==> config.mk <==
export PLATFORM = sky130hd
export DESIGN_NAME = gfbf_butterfly
export DESIGN_NICKNAME = d
export VERILOG_FILES = /design/src/rtl/gfbf_pkg.sv /design/src/rtl/gfbf_clmul.sv /design/src/rtl/gfbf_fold.sv /design/src/rtl/gfbf_lane.sv /design/src/rtl/gfbf_butterfly.sv
export SDC_FILE = /design/constraint.sdc
export NUM_CORES = 2
export LEC_CHECK = 0
export ABC_AREA = 1
export CORE_MARGIN = 3
export CORE_UTILIZATION = 35
export CTS_CLUSTER_SIZE = 40
export DETAILED_ROUTE_END_ITERATION = 6
export DONT_BUFFER_PORTS = 1
export PLACE_DENSITY = 0.49
export SYNTH_ARGS = -nofsm -noshare
export SYNTH_HDL_FRONTEND = slang
export SYNTH_SLANG_ARGS = --single-unit
==> constraint.sdc <==
create_clock -name clk -period 1.8 [get_ports clk]
set_clock_uncertainty 0.2 [all_clocks]
set_input_delay 0.09 -clock clk [delete_from_list [all_inputs] [get_ports clk]]
set_output_delay 0.09 -clock clk [all_outputs]
set_load 0.02 [all_outputs]
==> src/rtl/gfbf_pkg.sv <==
package gfbf_pkg;
   // field width and the low part of the field polynomial (x^32 term implied)
   localparam int unsigned FW       = 32;
   localparam logic [FW-1:0] POLY_LOW = 32'h0000_8299;

   typedef logic [FW-1:0]     elem_t;
   typedef logic [2*FW-2:0]   prod_t;
endpackage

==> src/rtl/gfbf_clmul.sv <==
module gfbf_clmul #(
   parameter int unsigned W = 32,
   localparam int unsigned PW = 2*W-1
) (
   input  logic [W-1:0]  a,
   input  logic [W-1:0]  b,
   output logic [PW-1:0] p
);
   if (W < 2) begin : g_bad_w
      $error("gfbf_clmul: W must be at least 2");
   end

   // shift-and-xor partial products, one per set bit of b
   always_comb begin
      p = '0;
      for (int i = 0; i < W; i++) begin
         if (b[i]) p ^= ({{(W-1){1'b0}}, a} << i);
      end
   end
endmodule

==> src/rtl/gfbf_fold.sv <==
module gfbf_fold
   import gfbf_pkg::*;
(
   input  prod_t prod,
   output elem_t red
);
   // the two-step fold is exact only while the polynomial tail has degree < FW/2
   if ((POLY_LOW >> (FW/2)) != 0) begin : g_bad_poly
      $error("gfbf_fold: polynomial tail too high for a two-step fold");
   end

   elem_t hi, lo, tmp;

   assign hi = {1'b0, prod[2*FW-2:FW]};
   assign lo = prod[FW-1:0];

   always_comb begin
      // first step: bits of hi*tail that spill past FW
      tmp = hi;
      for (int k = 1; k < FW; k++) begin
         if (POLY_LOW[k]) tmp ^= hi >> (FW - k);
      end
      // second step: tmp*tail lands fully inside FW bits
      red = lo;
      for (int k = 0; k < FW; k++) begin
         if (POLY_LOW[k]) red ^= tmp << k;
      end
   end
endmodule

==> src/rtl/gfbf_lane.sv <==
module gfbf_lane
   import gfbf_pkg::*;
#(
   parameter bit MUL_REG = 1'b1
) (
   input  logic  clk,
   input  logic  rst_n,
   input  logic  ld,
   input  elem_t lam,
   input  elem_t w_new,
   input  elem_t u_st,
   input  elem_t w_st,
   input  logic  act,
   output elem_t u_nx,
   output elem_t w_nx
);
   elem_t mul_b;
   prod_t mul_p;
   prod_t fold_in;
   elem_t red;

   if (MUL_REG) begin : g_pre
      // multiply at the input edge, register the raw product
      prod_t prod_q;
      assign mul_b = w_new;
      always_ff @(posedge clk) begin
         if (!rst_n)  prod_q <= '0;
         else if (ld) prod_q <= mul_p;
      end
      assign fold_in = prod_q;
   end else begin : g_post
      // multiply and fold in the second stage from the staged w
      assign mul_b   = w_st;
      assign fold_in = mul_p;
   end

   gfbf_clmul #(.W(FW)) mul_i (
      .a (lam),
      .b (mul_b),
      .p (mul_p)
   );

   gfbf_fold fold_i (
      .prod (fold_in),
      .red  (red)
   );

   elem_t u_upd;
   assign u_upd = u_st ^ red;
   assign u_nx  = act ? u_upd          : '0;
   assign w_nx  = act ? (w_st ^ u_upd) : '0;
endmodule

==> src/rtl/gfbf_butterfly.sv <==
module gfbf_butterfly
   import gfbf_pkg::*;
#(
   parameter int unsigned LANES   = 2,
   parameter bit          MUL_REG = 1'b1,
   localparam int unsigned VW     = LANES*FW
) (
   input  logic             clk,
   input  logic             rst_n,
   input  logic             cfg_lambda_valid,
   input  logic [FW-1:0]    cfg_lambda,
   output logic             cfg_reject,
   input  logic             in_valid,
   output logic             in_ready,
   input  logic [LANES-1:0] in_lanes,
   input  logic [VW-1:0]    in_u,
   input  logic [VW-1:0]    in_w,
   output logic             out_valid,
   input  logic             out_ready,
   output logic [LANES-1:0] out_lanes,
   output logic [VW-1:0]    out_u,
   output logic [VW-1:0]    out_w
);
   if (LANES < 1 || LANES > 16) begin : g_bad_lanes
      $error("gfbf_butterfly: LANES must lie in 1..16");
   end

   // stage A: staged operands
   logic             a_vld;
   logic [LANES-1:0] a_lanes;
   logic [VW-1:0]    a_u, a_w;
   logic [VW-1:0]    nxt_u, nxt_w;
   elem_t            lam_q;

   logic b_adv, a_adv, in_fire, pipe_busy, lam_ok;

   assign b_adv     = !out_valid || out_ready;
   assign a_adv     = !a_vld || b_adv;
   assign in_ready  = a_adv;
   assign in_fire   = in_valid && a_adv;
   assign pipe_busy = a_vld || out_valid;
   assign lam_ok    = cfg_lambda_valid && !pipe_busy && !in_fire;

   // twiddle register with in-flight guard
   always_ff @(posedge clk) begin
      if (!rst_n) begin
         lam_q      <= '0;
         cfg_reject <= 1'b0;
      end else begin
         if (lam_ok) lam_q <= cfg_lambda;
         cfg_reject <= cfg_lambda_valid && !lam_ok;
      end
   end

   always_ff @(posedge clk) begin
      if (!rst_n) begin
         a_vld   <= 1'b0;
         a_lanes <= '0;
         a_u     <= '0;
         a_w     <= '0;
      end else if (a_adv) begin
         a_vld <= in_valid;
         if (in_valid) begin
            a_lanes <= in_lanes;
            a_u     <= in_u;
            a_w     <= in_w;
         end
      end
   end

   for (genvar g = 0; g < LANES; g++) begin : g_lane
      gfbf_lane #(.MUL_REG(MUL_REG)) lane_i (
         .clk   (clk),
         .rst_n (rst_n),
         .ld    (in_fire),
         .lam   (lam_q),
         .w_new (in_w[g*FW +: FW]),
         .u_st  (a_u[g*FW +: FW]),
         .w_st  (a_w[g*FW +: FW]),
         .act   (a_lanes[g]),
         .u_nx  (nxt_u[g*FW +: FW]),
         .w_nx  (nxt_w[g*FW +: FW])
      );
   end

   // stage B: output register
   always_ff @(posedge clk) begin
      if (!rst_n) begin
         out_valid <= 1'b0;
         out_lanes <= '0;
         out_u     <= '0;
         out_w     <= '0;
      end else if (b_adv) begin
         out_valid <= a_vld;
         if (a_vld) begin
            out_lanes <= a_lanes;
            out_u     <= nxt_u;
            out_w     <= nxt_w;
         end
      end
   end
endmodule

Word-level counts from Yosys, hierarchy flattened
Cells that the tools add are included.

operators by class
  multiplexer cells = 68
  bitwise gates (word level) = 88
  reductions and logical operators = 14

operators with widths
  kind              number
  $mux 63           62
  $xor 32x32->32    16
  $mux 32           6
  $xor 63x33->63    2
  $xor 63x34->63    2
  $xor 63x35->63    2
  $xor 63x36->63    2
  $xor 63x37->63    2
  $xor 63x38->63    2
  $xor 63x39->63    2
  $xor 63x40->63    2
  $xor 63x41->63    2
  $xor 63x42->63    2
  $xor 63x43->63    2
  $xor 63x44->63    2
  $xor 63x45->63    2
  $xor 63x46->63    2
  $xor 63x47->63    2
  $xor 63x48->63    2
  $xor 63x49->63    2
  $xor 63x50->63    2
  $xor 63x51->63    2
  $xor 63x52->63    2
  $xor 63x53->63    2
  other kinds (19)  44

word-level totals
  register bits after elaboration = 421
  bits of input ports = 167
  word-level logic and storage cells = 182

Longest topological paths before layout
  depth after elaboration = 63
  depth in mapped cells = 21
  depth with buffers taken out = 19

Hierarchy
Synthesis repeated with hierarchy kept, for this count alone.

second synthesis, totals
  cells, all modules = 9,686
  area, all modules = 57,119.8 µm²

modules (own cells, without submodules)
  module          instances  cells an instance  area an instance (µm²)
  gfbf_clmul      2          3,049              16,549.6
  gfbf_butterfly  1          1,638              11,601.1
  gfbf_lane       2          601                3,777.4
  gfbf_fold       2          374                2,432.3

Worst setup path after synthesis
No wires, ideal clock.

  kind = register to register
  start point = reg out_valid
  end point = reg g_lane[0].lane_i.g_pre.prod_q[2]
  arrival time = 1,716 ps
  data required time = 1,483 ps
  setup slack = -233 ps
  stages on the path, launching flop included = 9
  buffers on the path = 2
  period minus slack after synthesis = 2,033 ps
  cells stage by stage = dfxtp_1 -> nand3_1 -> nand2_1 -> inv_1 -> clkbuf_1 -> clkbuf_1 -> nand2_1 -> o221ai_1 -> inv_1

on the way
  longest elaborated chain between the ends = 4

ends and longest elaborated chain
  what                    line                  RTL
  start, declared         gfbf_butterfly.sv:18  output logic out_valid,
  start signal, assigned  gfbf_butterfly.sv:94  out_valid <= a_vld;
  $logic_not 1->1         gfbf_butterfly.sv:37  assign b_adv = !out_valid || out_ready;
  $logic_or 1x1->1        gfbf_butterfly.sv:37
  $logic_or 1x1->1        gfbf_butterfly.sv:38  assign a_adv = !a_vld || b_adv;
  net in_ready            gfbf_butterfly.sv:14  output logic in_ready,
  $logic_and 1x1->1       gfbf_butterfly.sv:40  assign in_fire = in_valid && a_adv;
  end signal, assigned    gfbf_lane.sv:28       else if (ld) prod_q <= mul_p;
  end, declared           gfbf_lane.sv:24       prod_t prod_q;

The timed path passes the listed nets, and every way through them passes these cells.
A chain may end at the register's enable or synchronous reset.

Final worst setup path
  start point = reg lam_q[15]
  end point = reg g_lane[0].lane_i.g_pre.prod_q[42]

on the way
  longest elaborated chain between the ends = 10

ends and longest elaborated chain
  what                    line                  RTL
  start, declared         gfbf_butterfly.sv:33  elem_t lam_q;
  start signal, assigned  gfbf_butterfly.sv:50  if (lam_ok) lam_q <= cfg_lambda;
  $xor 63x59->63 *        gfbf_clmul.sv:17      if (b[i]) p ^= ({{(W-1){1'b0}}, a} << i);
  $mux 63 *               gfbf_clmul.sv:17
  $xor 63x60->63          gfbf_clmul.sv:17
  $mux 63 *               gfbf_clmul.sv:17
  $xor 63x61->63          gfbf_clmul.sv:17
  $mux 63 *               gfbf_clmul.sv:17
  $xor 63x62->63          gfbf_clmul.sv:17
  $mux 63 *               gfbf_clmul.sv:17
  $xor 63x63->63          gfbf_clmul.sv:17
  $mux 63 *               gfbf_clmul.sv:17

Every way passes the cells marked *; elsewhere a longest branch is shown, timed or not.

==> summary by stage <==
Layout
The multi-input gate area in the final layout is 0.04712 sq mm. The sequential cells in the finished layout cover a total of between 0.008 and 0.009 sq mm. The post-route core utilization is roughly 52%. Leaving out fill and tap cells, the most frequent cell in the layout is sky130_fd_sc_hd__nand2_1. The top cell types in the final layout, fill and taps aside, are sky130_fd_sc_hd__nand2_1, sky130_fd_sc_hd__xnor2_1, sky130_fd_sc_hd__inv_1. The number of filler instances in the final layout is roughly 15000. Relative to the synthesized area, the layout overhead comes to 47.33%. The proportion of layout cells with a drive suffix above 1 is 29.22%. After routing the design area is 0.07795 sq mm. The count of nets after finishing is between 9000 and 10000.

Critical path
The reg-to-reg critical path startpoint is lam_q[15]. The startpoint-to-endpoint class of the critical path is flip-flop to flip-flop. The number of cell instances on the worst register-to-register path is 13.

Data on the critical path is required at its endpoint by 2.17 ns. The setup check on the worst reg-to-reg path leaves a slack of -0.55 ns. The worst setup path is captured at a flip-flop. The reg-to-reg critical path endpoint is g_lane[0].lane_i.fold_in[42].

The worst setup path is launched from a flip-flop. The largest fanout on the critical path is 8. At the worst endpoint, the arrival time is around 2.7 ns.

Detailed routing
The first routing iteration left 6503 violations. The average wire per cell in the routed design is approximately 23 microns. The count of unresolved DRC violations after routing is 0. The first-pass iteration count of the detailed router is 6. The average via count per standard cell is 5.202.

The final antenna-violating net count is 0. The number of vias after detailed routing is 60411. The sum of routed wire length over all layers is 262.8 mm.

CTS
In this run the deepest clock path goes through 3 buffers. TritonCTS built the clock tree. The tree built by TritonCTS fans out to around 420 sinks. At the later pin of the worst-skew pair, clock insertion delay measures roughly 0.68 ns. TritonCTS created 56 clock buffers.

The tree is rooted in a sky130_fd_sc_hd__clkbuf_16. Clock-pin slew was measured on the worst setup and hold paths at approximately 0.070 ns. The level count of the clock H-tree is 2.

Global route
The first global-routing pass estimated roughly 370 mm of wire. The initial antenna violation count is 14. The total routing resource utilization after global routing is between 30% and 40%. The pin count of the biggest net entering global routing is about 240. The number of global-route vias before repair is 54382. Summed over all layers, the global routing overflow is 0.

Placed design
At the end of routability-driven placement, the weighted congestion stood at about 0.86. The half-perimeter wire length after placement is roughly 150 mm. The placed cell area is just under 0.06 sq mm. The quantity of I/O buffers inserted on ports is 0.

Floorplanning
The die outline area is 0.1559 sq mm. The placeable core region is between 0.1 and 0.15 sq mm. The count of pins on the block boundary is 300. The initial cell density of the core is approximately a third. The die is 394.8 microns wide. The floorplan step set the die height to a little under 400 microns. The floorplan has 142 rows.

Pwr
The total power after layout is ~60 mW. The cell area power density is ~750 mW/mm^2. The static leakage power is roughly 34 nW. IR analysis of the VDD net gives a maximum drop of about 0.84 mV.

Worst hold path
The source of the worst hold timing path is rst_n. The path with the worst hold slack has its endpoint at a_lanes[1]. The worst hold path was traced through 2 stages.

The class of the most critical hold timing path is input port to flip-flop.

Yosys
A synthesized cell averages 5.945 sq um. The number of flip-flops and latches in the synthesized netlist is ~420. The post-synthesis net count is 9067. In this run, distinct cell masters in the synthesized netlist total 36. The number of warnings reported in the yosys synthesis log is 0. The fraction of the yosys area taken by sequential cells is ~16%. The number of instances in the synthesized netlist is 8900.

The synthesized netlist occupies a cell area of roughly 0.053 sq mm.

Job
The tool flagged a number of max-cap violations equal to 1.

STA
Setup slack on the critical path of the routed design comes to -0.5474 ns. The minimum hold slack is -0.5919 ns. The max-slew violation count is 18. For the pin with the worst max-slew slack, the measured transition is between 1.5 and 2 ns.

Headroom to the max-slew limit came out at -2.565%. Timing would allow up to around 0.43 GHz. Setup repair after global routing could not meet its margin everywhere. The final worst-path cycle share is 130.4%. The count of final hold-check violations is 238. The minimum clock period after layout is about 2.3 ns.

The setup-violating endpoint count in the final report is between 200 and 250.

Outcome
The run finished, with violations left. The final reports fail on negative hold slack, max-capacitance violations, max-slew violations, negative setup slack.
[registers in the layout, summed over array words and instances, names as in the netlist]
register               cells
out_w                     64
out_valid                  1
a_u                       64
a_vld                      1
out_u                     64
out_lanes                  2
lam_q                     32
a_w                       64
a_lanes                    2
g_lane.lane_i.fold_in    126
cfg_reject                 1
[kinds of logic after synthesis]
kind of cell	Yosys count	share of synthesized area (%)
DFF	421	15.93
AOI/OAI and AO/OA	545	5.307
buffers and inverters	1309	11.49
and+or+nand+nor	4750	35.92
xor gates and xnor gates	1875	31.36
[power by group]
group	internal (mW)	switching, mW
combinational	15.8	19.5
clock	6.74	5.13
sequential	10.1	1.24
total	32.7	25.9
[routing by layer]
layer / part of all wire (%) / GRT usage, % / up-vias
li1: - / - / 28013
met1: 43 / 43.97 / 28619
met2: 42 / 46.57 / 3079
met3: 11 / 6.549 / 694
met4: 4.5 / 10.52 / 6
met5: 0.019 / 0 / -
[through the flow]
stage                     TNS [ns]  setup WS [ns]  instances
after detailed placement    -78.59        -0.5911      10866
after CTS                   -63.23        -0.4787      11383
after global routing        -92.58        -0.6351      11602
after global placement      -74.21        -0.5591      10866
final                       -71.38        -0.5474      11612
after floorplan             -1.243       -0.06204       8900
[what timing repair did]
item,CTS,global route
pin swaps,529,998
hold buffers,193,10
endpoints found under the setup margin,250,299
buffers inserted,193,217
endpoints found under the hold margin,421,236
gates cloned,38,20
resized for setup,790,1546
[critical path: stages, from the launching register on]
cell and delay, ns:
sky130_fd_sc_hd__dfxtp_4 0.37, sky130_fd_sc_hd__buf_12 0.17, sky130_fd_sc_hd__buf_12 0.16, sky130_fd_sc_hd__buf_12 0.14, sky130_fd_sc_hd__nand2_2 0.07, sky130_fd_sc_hd__xnor2_2 0.15, sky130_fd_sc_hd__xnor2_1 0.18, sky130_fd_sc_hd__xor2_1 0.22
sky130_fd_sc_hd__buf_4 0.14, sky130_fd_sc_hd__nand2_1 0.04, sky130_fd_sc_hd__nand2_1 0.08, sky130_fd_sc_hd__nor2_1 0.05, sky130_fd_sc_hd__nor2_2 0.18, sky130_fd_sc_hd__nor2_1 0.07
[cells in the mapped netlist, drive strengths merged]
library cell | n | area [sq um]
o211ai | 22 | 165.2
o21ai | 221 | 1106
a31oi | 1 | 6.260
or2 | 55 | 344.1
a21oi | 294 | 1471
nor2 | 295 | 1107
clkinv | 1 | 3.750
o221ai | 5 | 43.79
clkbuf | 135 | 508.0
nor4 | 1 | 6.260
nor3 | 1 | 5.000
buf | 506 | 3062
xor2 | 728 | 6384
nand3 | 423 | 2117
xnor2 | 1146 | 10180
xnor3 | 1 | 22.52
nand2b | 11 | 68.82
nand4 | 26 | 162.7
inv | 667 | 2504
dfxtp | 421 | 8428
nand2 | 3844 | 14490
a21o | 2 | 15.01
nand3b | 94 | 705.7
[worst max-delay path by stage]
stage	from	end	slack, ns	cells after the start
after floorplan	lam_q[22]	g_lane[1].lane_i.fold_in[44]	-0.06	14
after global placement	lam_q[27]	g_lane[0].lane_i.fold_in[35]	-0.56	18
after detailed placement	lam_q[14]	g_lane[0].lane_i.fold_in[34]	-0.59	17
after CTS	lam_q[17]	g_lane[1].lane_i.fold_in[21]	-0.48	12
after global routing	lam_q[15]	g_lane[0].lane_i.fold_in[42]	-0.64	14
final	lam_q[15]	g_lane[0].lane_i.fold_in[42]	-0.55	13
[layout make-up]
type,count,area share (%)
timing repair buffer,1223,19.42
sequential,421,11.13
inverter,668,3.302
multi-input combinational,7170,60.45
timing repair inverter,1,0.01124
clock inverter,26,0.3901
antenna,11,0.03531
clock buffer,76,2.023
tap,2016,3.236
Power figures use the tool's default switching activity.
